===== src/rtl/bf16_cvt_pkg.sv =====
package bf16_cvt_pkg;
  localparam int SP_W   = 32;
  localparam int BF_W   = 16;
  localparam int DROP_W = SP_W - BF_W;
  localparam int EXP_W  = 8;
  localparam int FLAG_W = 5;

  localparam int FLG_INV = 0;
  localparam int FLG_OVF = 1;
  localparam int FLG_UNF = 2;
  localparam int FLG_INX = 3;
  localparam int FLG_IDN = 4;

  localparam logic [BF_W-1:0] CANON_NAN = 16'h7FC0;

  typedef enum logic [1:0] {
    RND_NEAREST = 2'd0,
    RND_POS     = 2'd1,
    RND_NEG     = 2'd2,
    RND_ZERO    = 2'd3
  } rnd_mode_t;

  typedef struct packed {
    logic capture;
    logic quietTrap;
  } ctl_strobe_t;
endpackage


===== src/rtl/bf16_cvt_dp.sv =====
module bf16_cvt_dp
  import bf16_cvt_pkg::*;
(
  input  logic                clk,
  input  logic                rst_n,
  input  ctl_strobe_t         strobe,
  input  logic [SP_W-1:0]     srcWord,
  input  logic [DROP_W-1:0]   dstKeep,
  input  logic [1:0]          rndMode,
  input  logic                ftzEn,
  input  logic                dnanEn,
  output logic [FLAG_W-1:0]   raised,
  output logic [SP_W-1:0]     resWord
);
  localparam int KEEP_W = SP_W - 1 - DROP_W;
  localparam int MAN_W  = SP_W - 1 - EXP_W;

  logic              sgn;
  logic [EXP_W-1:0]  expF;
  logic [MAN_W-1:0]  manF;
  logic              isNan, isSnan, isInf, isSub;
  logic [KEEP_W-1:0] keepBits, sumBits;
  logic [DROP_W-1:0] dropBits;
  logic              guardB, stickyB, lostAny, incr;
  logic [BF_W-1:0]   bfRes;
  rnd_mode_t         mode;

  assign sgn      = srcWord[SP_W-1];
  assign expF     = srcWord[SP_W-2 -: EXP_W];
  assign manF     = srcWord[MAN_W-1:0];
  assign isNan    = (expF == '1) && (manF != '0);
  assign isSnan   = isNan && !manF[MAN_W-1];
  assign isInf    = (expF == '1) && (manF == '0);
  assign isSub    = (expF == '0) && (manF != '0);
  assign keepBits = srcWord[SP_W-2:DROP_W];
  assign dropBits = srcWord[DROP_W-1:0];
  assign guardB   = dropBits[DROP_W-1];
  assign stickyB  = |dropBits[DROP_W-2:0];
  assign lostAny  = guardB | stickyB;
  assign mode     = rnd_mode_t'(rndMode);

  always_comb begin
    case (mode)
      RND_NEAREST: incr = guardB && (stickyB || keepBits[0]);
      RND_POS:     incr = !sgn && lostAny;
      RND_NEG:     incr = sgn && lostAny;
      default:     incr = 1'b0;
    endcase
  end

  assign sumBits = keepBits + KEEP_W'(incr);

  always_comb begin
    raised = '0;
    bfRes  = {sgn, sumBits};
    if (isNan) begin
      raised[FLG_INV] = isSnan;
      bfRes = dnanEn ? CANON_NAN
                     : {sgn, {EXP_W{1'b1}}, 1'b1, manF[MAN_W-2 -: (BF_W-EXP_W-2)]};
    end else if (isInf) begin
      bfRes = {sgn, {EXP_W{1'b1}}, {(BF_W-1-EXP_W){1'b0}}};
    end else if (isSub && ftzEn) begin
      bfRes = {sgn, {(BF_W-1){1'b0}}};
      raised[FLG_IDN] = 1'b1;
    end else begin
      raised[FLG_INX] = lostAny;
      raised[FLG_OVF] = (sumBits[KEEP_W-1 -: EXP_W] == '1);
      raised[FLG_UNF] = isSub && lostAny;
    end
  end

  always_ff @(posedge clk or negedge rst_n) begin
    if (!rst_n)
      resWord <= '0;
    else if (strobe.capture)
      resWord <= {bfRes, dstKeep};
  end
endmodule


===== src/rtl/bf16_cvt_ctl.sv =====
module bf16_cvt_ctl
  import bf16_cvt_pkg::*;
(
  input  logic              clk,
  input  logic              rst_n,
  input  logic              inValid,
  input  logic              condPass,
  input  logic [FLAG_W-1:0] raised,
  input  logic [FLAG_W-1:0] trapEn,
  output ctl_strobe_t       strobe,
  output logic              outValid,
  output logic [FLAG_W-1:0] flags,
  output logic              trapReq
);
  logic [FLAG_W-1:0] trapped, accrued;

  assign strobe.capture   = inValid && condPass;
  assign trapped          = raised & trapEn;
  assign accrued          = raised & ~trapEn;
  assign strobe.quietTrap = (trapped == '0);

  always_ff @(posedge clk or negedge rst_n) begin
    if (!rst_n) begin
      outValid <= 1'b0;
      trapReq  <= 1'b0;
      flags    <= '0;
    end else begin
      outValid <= inValid;
      trapReq  <= strobe.capture && !strobe.quietTrap;
      if (strobe.capture)
        flags <= flags | accrued;
    end
  end
endmodule


===== src/rtl/bf16_narrow_unit.sv =====
module bf16_narrow_unit
  import bf16_cvt_pkg::*;
(
  input  logic              clk,
  input  logic              rst_n,
  input  logic              inValid,
  input  logic              condPass,
  input  logic [SP_W-1:0]   srcWord,
  input  logic [DROP_W-1:0] dstKeep,
  input  logic [1:0]        rndMode,
  input  logic              ftzEn,
  input  logic              dnanEn,
  input  logic [FLAG_W-1:0] trapEn,
  output logic              outValid,
  output logic [SP_W-1:0]   resWord,
  output logic [FLAG_W-1:0] flags,
  output logic              trapReq
);
  ctl_strobe_t       strobe;
  logic [FLAG_W-1:0] raised;

  bf16_cvt_ctl u_ctl (
    .clk      (clk),
    .rst_n    (rst_n),
    .inValid  (inValid),
    .condPass (condPass),
    .raised   (raised),
    .trapEn   (trapEn),
    .strobe   (strobe),
    .outValid (outValid),
    .flags    (flags),
    .trapReq  (trapReq)
  );

  bf16_cvt_dp u_dp (
    .clk     (clk),
    .rst_n   (rst_n),
    .strobe  (strobe),
    .srcWord (srcWord),
    .dstKeep (dstKeep),
    .rndMode (rndMode),
    .ftzEn   (ftzEn),
    .dnanEn  (dnanEn),
    .raised  (raised),
    .resWord (resWord)
  );
endmodule


===== config.mk =====
export PLATFORM = sky130hd
export DESIGN_NAME = bf16_narrow_unit
export DESIGN_NICKNAME = d
export VERILOG_FILES = /design/src/rtl/bf16_cvt_pkg.sv /design/src/rtl/bf16_cvt_dp.sv /design/src/rtl/bf16_cvt_ctl.sv /design/src/rtl/bf16_narrow_unit.sv
export SDC_FILE = /design/constraint.sdc
export NUM_CORES = 1
export LEC_CHECK = 0
export BUFFER_PORTS_ARGS = -buffer_cell sky130_fd_sc_hd__buf_2
export CELL_PAD_IN_SITES_DETAIL_PLACEMENT = 1
export CELL_PAD_IN_SITES_GLOBAL_PLACEMENT = 1
export CORE_MARGIN = 1.5
export CORE_UTILIZATION = 35
export CTS_BUF_LIST = sky130_fd_sc_hd__clkbuf_4 sky130_fd_sc_hd__clkbuf_8 sky130_fd_sc_hd__clkbuf_16
export DETAILED_ROUTE_END_ITERATION = 8
export GPL_TIMING_DRIVEN = 0
export PLACE_DENSITY = 0.8
export SLEW_MARGIN = 15
export SYNTH_ARGS = -nofsm -noshare
export SYNTH_HDL_FRONTEND = slang
export SYNTH_HIERARCHICAL = 1
export SYNTH_SLANG_ARGS = --single-unit

===== constraint.sdc =====
create_clock -name clk -period 1.4 [get_ports clk]
set_clock_uncertainty 0.15 [all_clocks]
set_input_delay 0.28 -clock clk [delete_from_list [all_inputs] [get_ports clk]]
set_output_delay 0.28 -clock clk [all_outputs]
set_load 0.03 [all_outputs]

==> impl_metrics.csv, run 1 <==
group,metric,value,unit
layout,layout.nets,387,
routing,ant_nets,0,
global_routing,grt_pass1_vias,2042,
power_and_ir_drop,clock_power_share,29.9,%
power_and_ir_drop,leakagePower,1.534,nW
worst_setup_path,crit_arrival,2.43,ns
sta,setup_tns,-16.03,ns
layout,diodes,0,
layout,finalNonFillerCells,397,
power_and_ir_drop,peakVddDrop,604.7,uV
synth,synthesis.area,0.002098,sq mm
cts,cts.htree.levels,2,
sta,max_freq,428.3,MHz
routing,drtIter0Drc,60,
synth,synth_fp_nets,262,
worst_setup_path,cpPeakStageDelay,0.40,ns
worst_setup_path,crit_family,"simple AND/OR/NAND/NOR gates",
power_and_ir_drop,pwr-share-comb,28.9,%
cts,clock-root-buffer,"clkbuf_8",
layout,multiInputGateArea,0.001220,sq mm
placed_design,hpwl,4652,microns
sta,rsz0062_at_grt,"true",
worst_setup_path,crit_top_cell,"and3_4",
placed_design,place_congestion,0.8157,
cts,clkSinkCount,39,
sta,fin_crit,2.335,ns
placed_design,dpl_cell_area,0.002799,sq mm
power_and_ir_drop,p_seq_share,41.1,%
worst_setup_path,rrSetupSlack,0.36,ns
global_routing,overflow,0,
sta,slew-limit-headroom,42.23,%
power_and_ir_drop,p_int,2.136,mW
floorplanning,coreArea,0.005851,sq mm
routing,vias_per_cell,5.259,
layout,drive_gt1_share,59.94,%
global_routing,grt_max_degree,40,
floorplanning,die_x,80.43,microns
worst_setup_path,start_kind,"input port",
cts,clock_latency,0.30,ns
global_routing,grt_pass1_wl,9853,microns
layout,num-fill-cells,675,
min_path,hp-class,"in -> async",
cts,cts_tree,"done",
sta,layout_setup_ws,-0.9348,ns
worst_setup_path,cp.required,1.50,ns
floorplanning,dieArea,0.006468,sq mm
worst_setup_path,timing.rr.end,"u_dp/resWord[20]$_DFFE_PN0P_",
routing,num_vias,2088,
synth,avgSynthCellArea,10.71,sq um
routing,wl_per_cell,17.51,microns
floorplanning,initial_utilization,35.86,%
cts,numCtsBuffers,5,
cts,clkSlewWorstSetupHoldPaths,0.08,ns
placed_design,place_ws,-1.513,ns
worst_setup_path,worstSetupEndpointType,"flop",
floorplanning,die_h,80.43,microns
sta,slew_violations,0,
sta,hold_slack,-0.06703,ns
status,violations,"negative hold slack, negative setup slack",
power_and_ir_drop,switching_share,33.55,%
worst_setup_path,criticalPathCategory,"in -> reg",
placed_design,numPortBuffers,99,
routing,drc,0,
layout,regArea,975.9,sq um
routing,wl,6951,microns
synth,syn_inst,196,
floorplanning,placementRows,28,
layout,synthToLayoutAreaGrowth,57.01,%
routing,dr.pass1.iters,4,
floorplanning,ios,100,
worst_setup_path,crit_chain,"buf_6 -> nor4_4 -> nand4_4 -> o21ai_2 -> a211oi_2 -> ha_2 -> and3_4 -> and3_4 -> or3_4 -> a21oi_4 -> buf_4 -> a31o_1",
status,status,"complete, but fails checks",
placed_design,placedCellCount,370,
sta,hold_viol,39,
run,cap_violations,0,
sta,fin_crit_sh,166.8,%
global_routing,antenna_found_initial,0,
power_and_ir_drop,p_switching,1.079,mW
sta,setup_viol,22,
worst_setup_path,rr_worst_depth,3,
cts,max-clock-path-buffers,2,
power_and_ir_drop,cellPowerDensity,975.9,mW/mm^2
sta,worst_slew_pin_slew,0.8666,ns
worst_setup_path,critical_path.slowest_cell,"or3_4",
layout,design_area,0.003294,sq mm
synth,yosys_warnings,6,
worst_setup_path,timing.rr.start,"u_dp/resWord[20]$_DFFE_PN0P_",
worst_setup_path,critPathMaxFanout,5,
global_routing,grtUsageTotal,19.91,%
worst_setup_path,path_buf_inv,2,
## cell usage in the layout (no fill, tap or decap), types with 2 or more instances in the layout
cell type	instances
a21oi_1	4
buf_6	22
and2_1	2
nor2_1	7
o211ai_1	5
mux2_2	16
nor2b_1	2
a31o_2	2
buf_4	6
nor4_1	2
nand4_1	6
clkbuf_8	6
nor2_2	3
o21ai_1	7
a31oi_1	6
buf_8	2
ha_1	2
dfrtp_1	39
a221o_1	2
nand3_1	6
inv_1	17
xnor2_1	3
nand2_1	5
ha_4	2
and3_4	7
and3_2	2
buf_2	92
xor2_1	2
nor4_4	4
nand3_2	2
a31o_1	3
## routing by layer
layer | GRT usage, % | vias to the layer above | part of all wire, %
li1 | - | 969 | -
met1 | 23.79 | 1005 | 40
met2 | 35.38 | 99 | 51
met3 | 4.432 | 15 | 6.8
met4 | 6.034 | 0 | 2.5
met5 | 0 | - | 0
## sequential cells by signal (all words and copies together) (netlist names)
register	cells
u_ctl/flags	5
u_ctl/outValid	1
u_ctl/trapReq	1
u_dp/resWord	32
## worst max-delay path by stage
stage / startpoint / slack (ns) / endpoint / cells after the start
after floorplan: srcWord[2] / -1.07 / u_ctl/trapReq$_DFF_PN0_ / 12
after global placement: srcWord[2] / -1.39 / u_ctl/trapReq$_DFF_PN0_ / 13
after detailed placement: srcWord[2] / -1.51 / u_ctl/trapReq$_DFF_PN0_ / 13
after CTS: rndMode[0] / -0.95 / u_ctl/flags[1]$_DFFE_PN0P_ / 14
after global routing: rndMode[0] / -1.05 / u_ctl/trapReq$_DFF_PN0_ / 14
final: srcWord[6] / -0.93 / u_ctl/flags[1]$_DFFE_PN0P_ / 12
## repair_timing
| action | 4_1_cts | 5_1_grt |
|---|---|---|
| buffers inserted | 10 | 11 |
| pin swaps | 20 | 15 |
| hold buffers | 1 | 0 |
| endpoints found under the hold margin | 40 | 0 |
| endpoints found under the setup margin | 21 | 22 |
| gates resized for setup | 25 | 29 |
## power groups by stage
stage	Combinational (mW)	Clock (mW)	Sequential, mW
global placement	0.846	0	1.34
global route	0.992	1.03	1.34
CTS	0.896	0.970	1.32
floorplan	0.234	0	1.62
detailed placement	0.868	0	1.35
finish	0.930	0.963	1.32
## metrics by stage
stage / power (mW) / utilization (%)
3_3_place_gp: 2.183 / 47.84
5_1_grt: 3.357 / 56.31
6_report: 3.215 / 56.31
2_1_floorplan: 1.857 / -
3_5_place_dp: 2.213 / 47.84
4_1_cts: 3.188 / 52.91
## worst reg2reg max path, stage by stage, from the launching register on
cell and delay, ns:
dfrtp_1 0.38, nor2b_1 0.14, a41oi_2 0.16, o21ai_1 0.10
## cell type report
cell class	instances	share of cell area, %
buffer	7	1.937
tap	75	2.848
clock inverter	3	1.329
clock buffer	5	2.089
timing repair buffer	119	22.90
sequential	39	29.62
inverter	19	2.241
multi-input combinational	130	37.03
Note: power is estimated with default switching activity, not from simulation.
==> run 2: changes to the inputs <==
Clock period 1.4 ns to 2.9 ns, I/O delays scaled along.
==> run 2 against run 1 <==
Against the previous run:
- the flow now finishes without violations
- cell count shrank 4.3%
- worst setup slack gained 0.99 ns
- count of clock-buffer cells in the layout grew 1
- worst hold slack improved by 0.33 ns
- sequential power fell by 51%
- die area did not move
- sequential share of layout area increased by 3.9 points
- utilization decreased by 6.6 points
- wire length fell by 12%
- critical path type unchanged
- critical endpoint unchanged
==> impl_metrics.csv, run 2 (synthesized netlist as in run 1, its figures left out) <==
group,metric,value,unit
status,status,"completed",
floorplanning,dieArea,0.006468,sq mm
worst_setup_path,criticalPathCategory,"in -> reg",
floorplanning,initial_utilization,35.86,%
cts,clkSinkCount,39,
worst_setup_path,crit_chain,"buf_2 -> inv_1 -> ha_1 -> xnor2_1 -> a31oi_1 -> a211oi_2 -> ha_2 -> ha_4 -> and3_4 -> nand3_2 -> or3_1 -> a21oi_2 -> buf_4 -> a31o_1",
layout,drive_gt1_share,51.15,%
global_routing,grt_pass1_wl,9239,microns
sta,fin_crit_sh,98.08,%
cts,cts_hold_buffers,0,
routing,vias_per_cell,5.137,
layout,design_area,0.002910,sq mm
sta,hold_viol,0,
worst_setup_path,cp.required,2.98,ns
sta,layout_setup_ws,0.05560,ns
cts,numCtsBuffers,5,
worst_setup_path,crit_arrival,2.93,ns
worst_setup_path,critical_path.slowest_cell,"or3_1",
layout,layout.nets,370,
run,cap_violations,0,
layout,reg_top3,"u_dp/resWord: 32 flops, u_ctl/flags: 5 flops",
routing,wl_per_cell,16.03,microns
routing,dr.pass1.iters,4,
layout,synthToLayoutAreaGrowth,38.70,%
placed_design,hpwl,4684,microns
cts,cts.htree.levels,2,
cts,cts_tree,"done",
placed_design,place_ws,-0.4168,ns
layout,final_cell_mix,"buf_2 (100), dfrtp_1 (39), inv_1 (19), mux2_2 (16), nor2_1 (10)",
power_and_ir_drop,finalPower,1.594,mW
sta,fin_crit,2.844,ns
worst_setup_path,cpPeakStageDelay,0.37,ns
floorplanning,placementRows,28,
layout,final_common_cell,"buf_2",
cts,clock_latency,0.29,ns
global_routing,antenna_found_initial,0,
placed_design,dpl_cell_area,0.002701,sq mm
sta,setup_viol,0,
global_routing,overflow,0,
layout,largest_reg_flops,32,
cts,clock-root-buffer,"clkbuf_8",
floorplanning,coreArea,0.005851,sq mm
placed_design,placedCellCount,370,
sta,slew-limit-headroom,41.67,%
sta,worst_slew_pin_slew,0.8750,ns
worst_setup_path,start_kind,"input port",
global_routing,grtUsageTotal,18.34,%
routing,drc,0,
routing,num_vias,1952,
power_and_ir_drop,leakagePower,1.411,nW
min_path,hp-class,"in -> async",
layout,top_register,"u_dp/resWord",
floorplanning,ios,100,
cts,max-clock-path-buffers,2,
layout,diodes,0,
routing,wl,6091,microns
floorplanning,die_h,80.43,microns
placed_design,place_congestion,0.8026,
routing,ant_nets,0,
sta,max_freq,351.6,MHz
sta,setup_tns,0,ns
layout,finalNonFillerCells,380,
global_routing,grt_pass1_vias,1961,
sta,slew_violations,0,
cts,clkSlewWorstSetupHoldPaths,0.07,ns
floorplanning,die_x,80.43,microns
worst_setup_path,critPathMaxFanout,4,
power_and_ir_drop,cellPowerDensity,547.8,mW/mm^2
routing,drtIter0Drc,71,
global_routing,grt_max_degree,40,
power_and_ir_drop,peakVddDrop,266.3,uV
worst_setup_path,worstSetupEndpointType,"flop",
placed_design,numPortBuffers,99,
run 2: changes by cell type in the layout (fill, tap and decap cells not counted), sizes merged:
cell / previous run / this run
clkbuf: 8 / 9
buf: 122 / 106
bufinv: 1 / 2
clkinv: 2 / 0
dlygate4sd3: 1 / 0
run 2: report_power, final:
group,internal (mW),switching [mW]
registers,0.609,0.0324
clock network,0.353,0.187
logic,0.146,0.267
run 2: critical path, delay by kind of cell:
| kind | cells | cell delay, ns |
|---|---|---|
| adders and majority gates | 3 | 0.60 |
| AOI/OAI and AO/OA | 4 | 0.62 |
| xor gates and xnor gates | 1 | 0.20 |
| and+or+nand+nor | 3 | 0.65 |
| buffers and inverters | 3 | 0.29 |
run 2: layout make-up:
cell class / instances / area (sq um)
inverter: 19 / 71.32
tap: 75 / 93.84
buffer: 7 / 50.05
timing repair buffer: 102 / 518.0
multi-input combinational: 130 / 1065
fill: 686 / 2940
clock inverter: 2 / 60.06
sequential: 39 / 975.9
clock buffer: 6 / 76.32
run 2: worst paths after layout:
path | start | to | slack (ns) | cells after the start
worst max-delay path | rndMode[0] | u_ctl/flags[1]$_DFFE_PN0P_ | 0.06 | 14
worst min-delay path | rst_n | u_dp/resWord[14]$_DFFE_PN0P_ | 0.26 | 1
worst max register to register | u_dp/resWord[16]$_DFFE_PN0P_ | u_dp/resWord[16]$_DFFE_PN0P_ | 1.88 | 1
worst min register to register | u_ctl/flags[4]$_DFFE_PN0P_ | u_ctl/flags[4]$_DFFE_PN0P_ | 0.32 | 1
max in group asynchronous | rst_n | u_dp/resWord[24]$_DFFE_PN0P_ | 1.80 | 1
min in group clk | inValid | u_ctl/outValid$_DFF_PN0_ | 0.26 | 1
run 2: repair_timing:
item / in CTS / in global routing
setup endpoints to repair: 1 / 2
buffers inserted: 3 / 0
pin swaps: 8 / 7
endpoints found under the hold margin: 0 / 0
resized for setup: 1 / 10
run 2: metrics by stage:
step	utilization (%)	hold slack, ns
after floorplan	-	0.1344
after global placement	46.17	0.2960
after detailed placement	46.17	0.3077
after CTS	48.89	0.2536
after global routing	49.74	0.2693
final	49.74	0.2585
run 2: per-layer routing:
layer | track usage (%) | share of wire, % | vias to the layer above
li1 | - | - | 929
met1 | 21.89 | 42 | 941
met4 | 3.966 | 0.34 | 0
met2 | 33.19 | 51 | 79
met5 | 0 | 0 | -
met3 | 4.318 | 7.2 | 3
==> run 3: changes to the inputs <==
Settings changed: CORE_MARGIN 1.5 to 3, GPL_TIMING_DRIVEN 0 to default, RECOVER_POWER from default to 100.
==> run 3 against run 2 <==
Against the previous run:
- the run now ends with max-capacitance violations, max-slew violations left
- final area shrank 5.8%
- clock power shrank 30%
- die area grew 7.6%
- first-iteration DRC count grew 32%
- combinational power shrank 7.3%
- sequential cell count is the same
- sequential share of layout area grew 2.0 points
- highest routed layer unchanged
==> impl_metrics.csv, run 3 (synthesized netlist as in run 1, its figures left out) <==
group,metric,value,unit
layout,final_cell_mix,"buf_2 (58), clkbuf_1 (45), dfrtp_1 (39), inv_1 (19), mux2_2 (16)",
sta,fin_crit,2.728,ns
sta,setup_viol,0,
layout,design_area,0.002743,sq mm
floorplanning,die_h,83.43,microns
layout,synthToLayoutAreaGrowth,30.71,%
worst_setup_path,worstSetupEndpointType,"flop",
status,status,"complete, but fails checks",
layout,final_common_cell,"buf_2",
sta,fin_crit_sh,94.09,%
routing,vias_per_cell,5.244,
routing,wl,6188,microns
sta,layout_setup_ws,0.1715,ns
worst_setup_path,criticalPathCategory,"in -> reg",
sta,slew-limit-headroom,-40.73,%
cts,post_cts_resized,0,
power_and_ir_drop,cellPowerDensity,510.2,mW/mm^2
min_path,hp-class,"in -> reg",
sta,worst_slew_pin_slew,2.111,ns
global_routing,antenna_found_initial,0,
sta,rsz0062_at_grt,"false",
layout,top_register,"u_dp/resWord",
floorplanning,ios,100,
worst_setup_path,cp.required,2.97,ns
layout,reg_top3,"u_dp/resWord: 32 flops, u_ctl/flags: 5 flops",
worst_setup_path,critPathMaxFanout,2,
routing,num_vias,1977,
layout,largest_reg_flops,32,
layout,finalNonFillerCells,377,
worst_setup_path,cpPeakStageDelay,0.34,ns
layout,layout.nets,370,
cts,cts.htree.levels,2,
cts,clkSlewWorstSetupHoldPaths,0.08,ns
placed_design,place_ws,-0.2950,ns
sta,hold_viol,0,
cts,cts_hold_buffers,0,
worst_setup_path,critical_path.slowest_cell,"or3_1",
worst_setup_path,crit_chain,"buf_2 -> inv_1 -> ha_1 -> xnor2_2 -> a31oi_1 -> a211oi_1 -> ha_1 -> ha_1 -> and3_4 -> nand3_1 -> or3_1 -> a21oi_2 -> a22oi_1 -> a21boi_1",
global_routing,grt_max_degree,41,
routing,drc,0,
cts,clock-root-buffer,"clkbuf_8",
layout,diodes,0,
worst_setup_path,crit_arrival,2.80,ns
worst_setup_path,start_kind,"input port",
placed_design,dpl_cell_area,0.002718,sq mm
worst_setup_path,crit_top_cell,"ha_1",
placed_design,hpwl,4815,microns
cts,clkSinkCount,39,
placed_design,place_congestion,0.7857,
routing,dr.pass1.iters,4,
cts,numCtsBuffers,5,
placed_design,placedCellCount,369,
global_routing,grtUsageTotal,18.44,%
cts,cts_tree,"done",
floorplanning,die_x,83.43,microns
global_routing,grt_pass1_vias,2194,
floorplanning,dieArea,0.006960,sq mm
cts,max-clock-path-buffers,2,
floorplanning,placementRows,27,
global_routing,grt_pass1_wl,10540,microns
sta,slew_violations,40,
cts,cts_setup_buffers,0,
power_and_ir_drop,leakagePower,1.258,nW
floorplanning,coreArea,0.005642,sq mm
sta,max_freq,366.5,MHz
layout,drive_gt1_share,35.74,%
status,violations,"max-capacitance violations, max-slew violations",
cts,clock_latency,0.29,ns
power_and_ir_drop,peakVddDrop,224.2,uV
global_routing,overflow,0,
floorplanning,initial_utilization,37.19,%
routing,ant_nets,0,
run,cap_violations,1,
placed_design,numPortBuffers,99,
routing,drtIter0Drc,94,
routing,wl_per_cell,16.41,microns
-- run 3: layout make-up --
type,instances,area [sq um]
clock inverters,2,12.51
multi-input cells,130,1012
flip-flops and latches,39,975.9
fillers,703,2899
clock buffers,6,76.32
inverters,19,71.32
repair buffers,109,504.2
well taps,72,90.09
-- run 3: stage by stage --
| stage | hold WS [ns] | power (mW) | setup TNS [ns] | utilization (%) |
|---|---|---|---|---|
| global route | 0.2372 | 1.487 | 0 | 48.61 |
| floorplan | 0.1344 | 0.8887 | 0 | - |
| global placement | 0.2957 | 1.041 | -0.1992 | 48.17 |
| finish | 0.2492 | 1.399 | 0 | 48.61 |
| CTS | 0.2381 | 1.442 | 0 | 49.75 |
| detailed placement | 0.3009 | 1.056 | -0.5567 | 48.17 |
-- run 3: worst max-delay path: cells and delay by family --
family,cells,cell delay (ns)
xor+xnor,1,0.15
buf+inv,2,0.14
simple gates,3,0.62
compound gates,5,0.72
fa+ha+maj,3,0.59
-- run 3: routing by layer --
layer  share of wire (%)  track usage (%)  vias up
li1                    -                -      930
met1                  42            22.06      967
met2                  50            32.65       71
met3                 6.4            5.456        9
met4                 1.7            4.094        0
met5                   0                0        -
-- run 3: path summary, 6_finish.rpt --
kind | from | end | slack, ns | depth (start not counted)
max reg2reg | u_dp/resWord[20]$_DFFE_PN0P_ | u_dp/resWord[20]$_DFFE_PN0P_ | 1.83 | 3
max in group asynchronous | rst_n | u_ctl/flags[1]$_DFFE_PN0P_ | 0.66 | 1
min reg2reg | u_ctl/flags[4]$_DFFE_PN0P_ | u_ctl/flags[4]$_DFFE_PN0P_ | 0.33 | 1
min | inValid | u_ctl/outValid$_DFF_PN0_ | 0.25 | 1
max | rndMode[0] | u_ctl/trapReq$_DFF_PN0_ | 0.17 | 14
min in group asynchronous | rst_n | u_dp/resWord[6]$_DFFE_PN0P_ | 0.74 | 1
-- run 3: power by group --
| part | total [mW] | leakage, nW | internal [mW] | switching, mW |
|---|---|---|---|---|
| registers | 0.640 | 0.468 | 0.608 | 0.0315 |
| clock network | 0.376 | 0.0446 | 0.178 | 0.199 |
| logic | 0.383 | 0.746 | 0.121 | 0.262 |
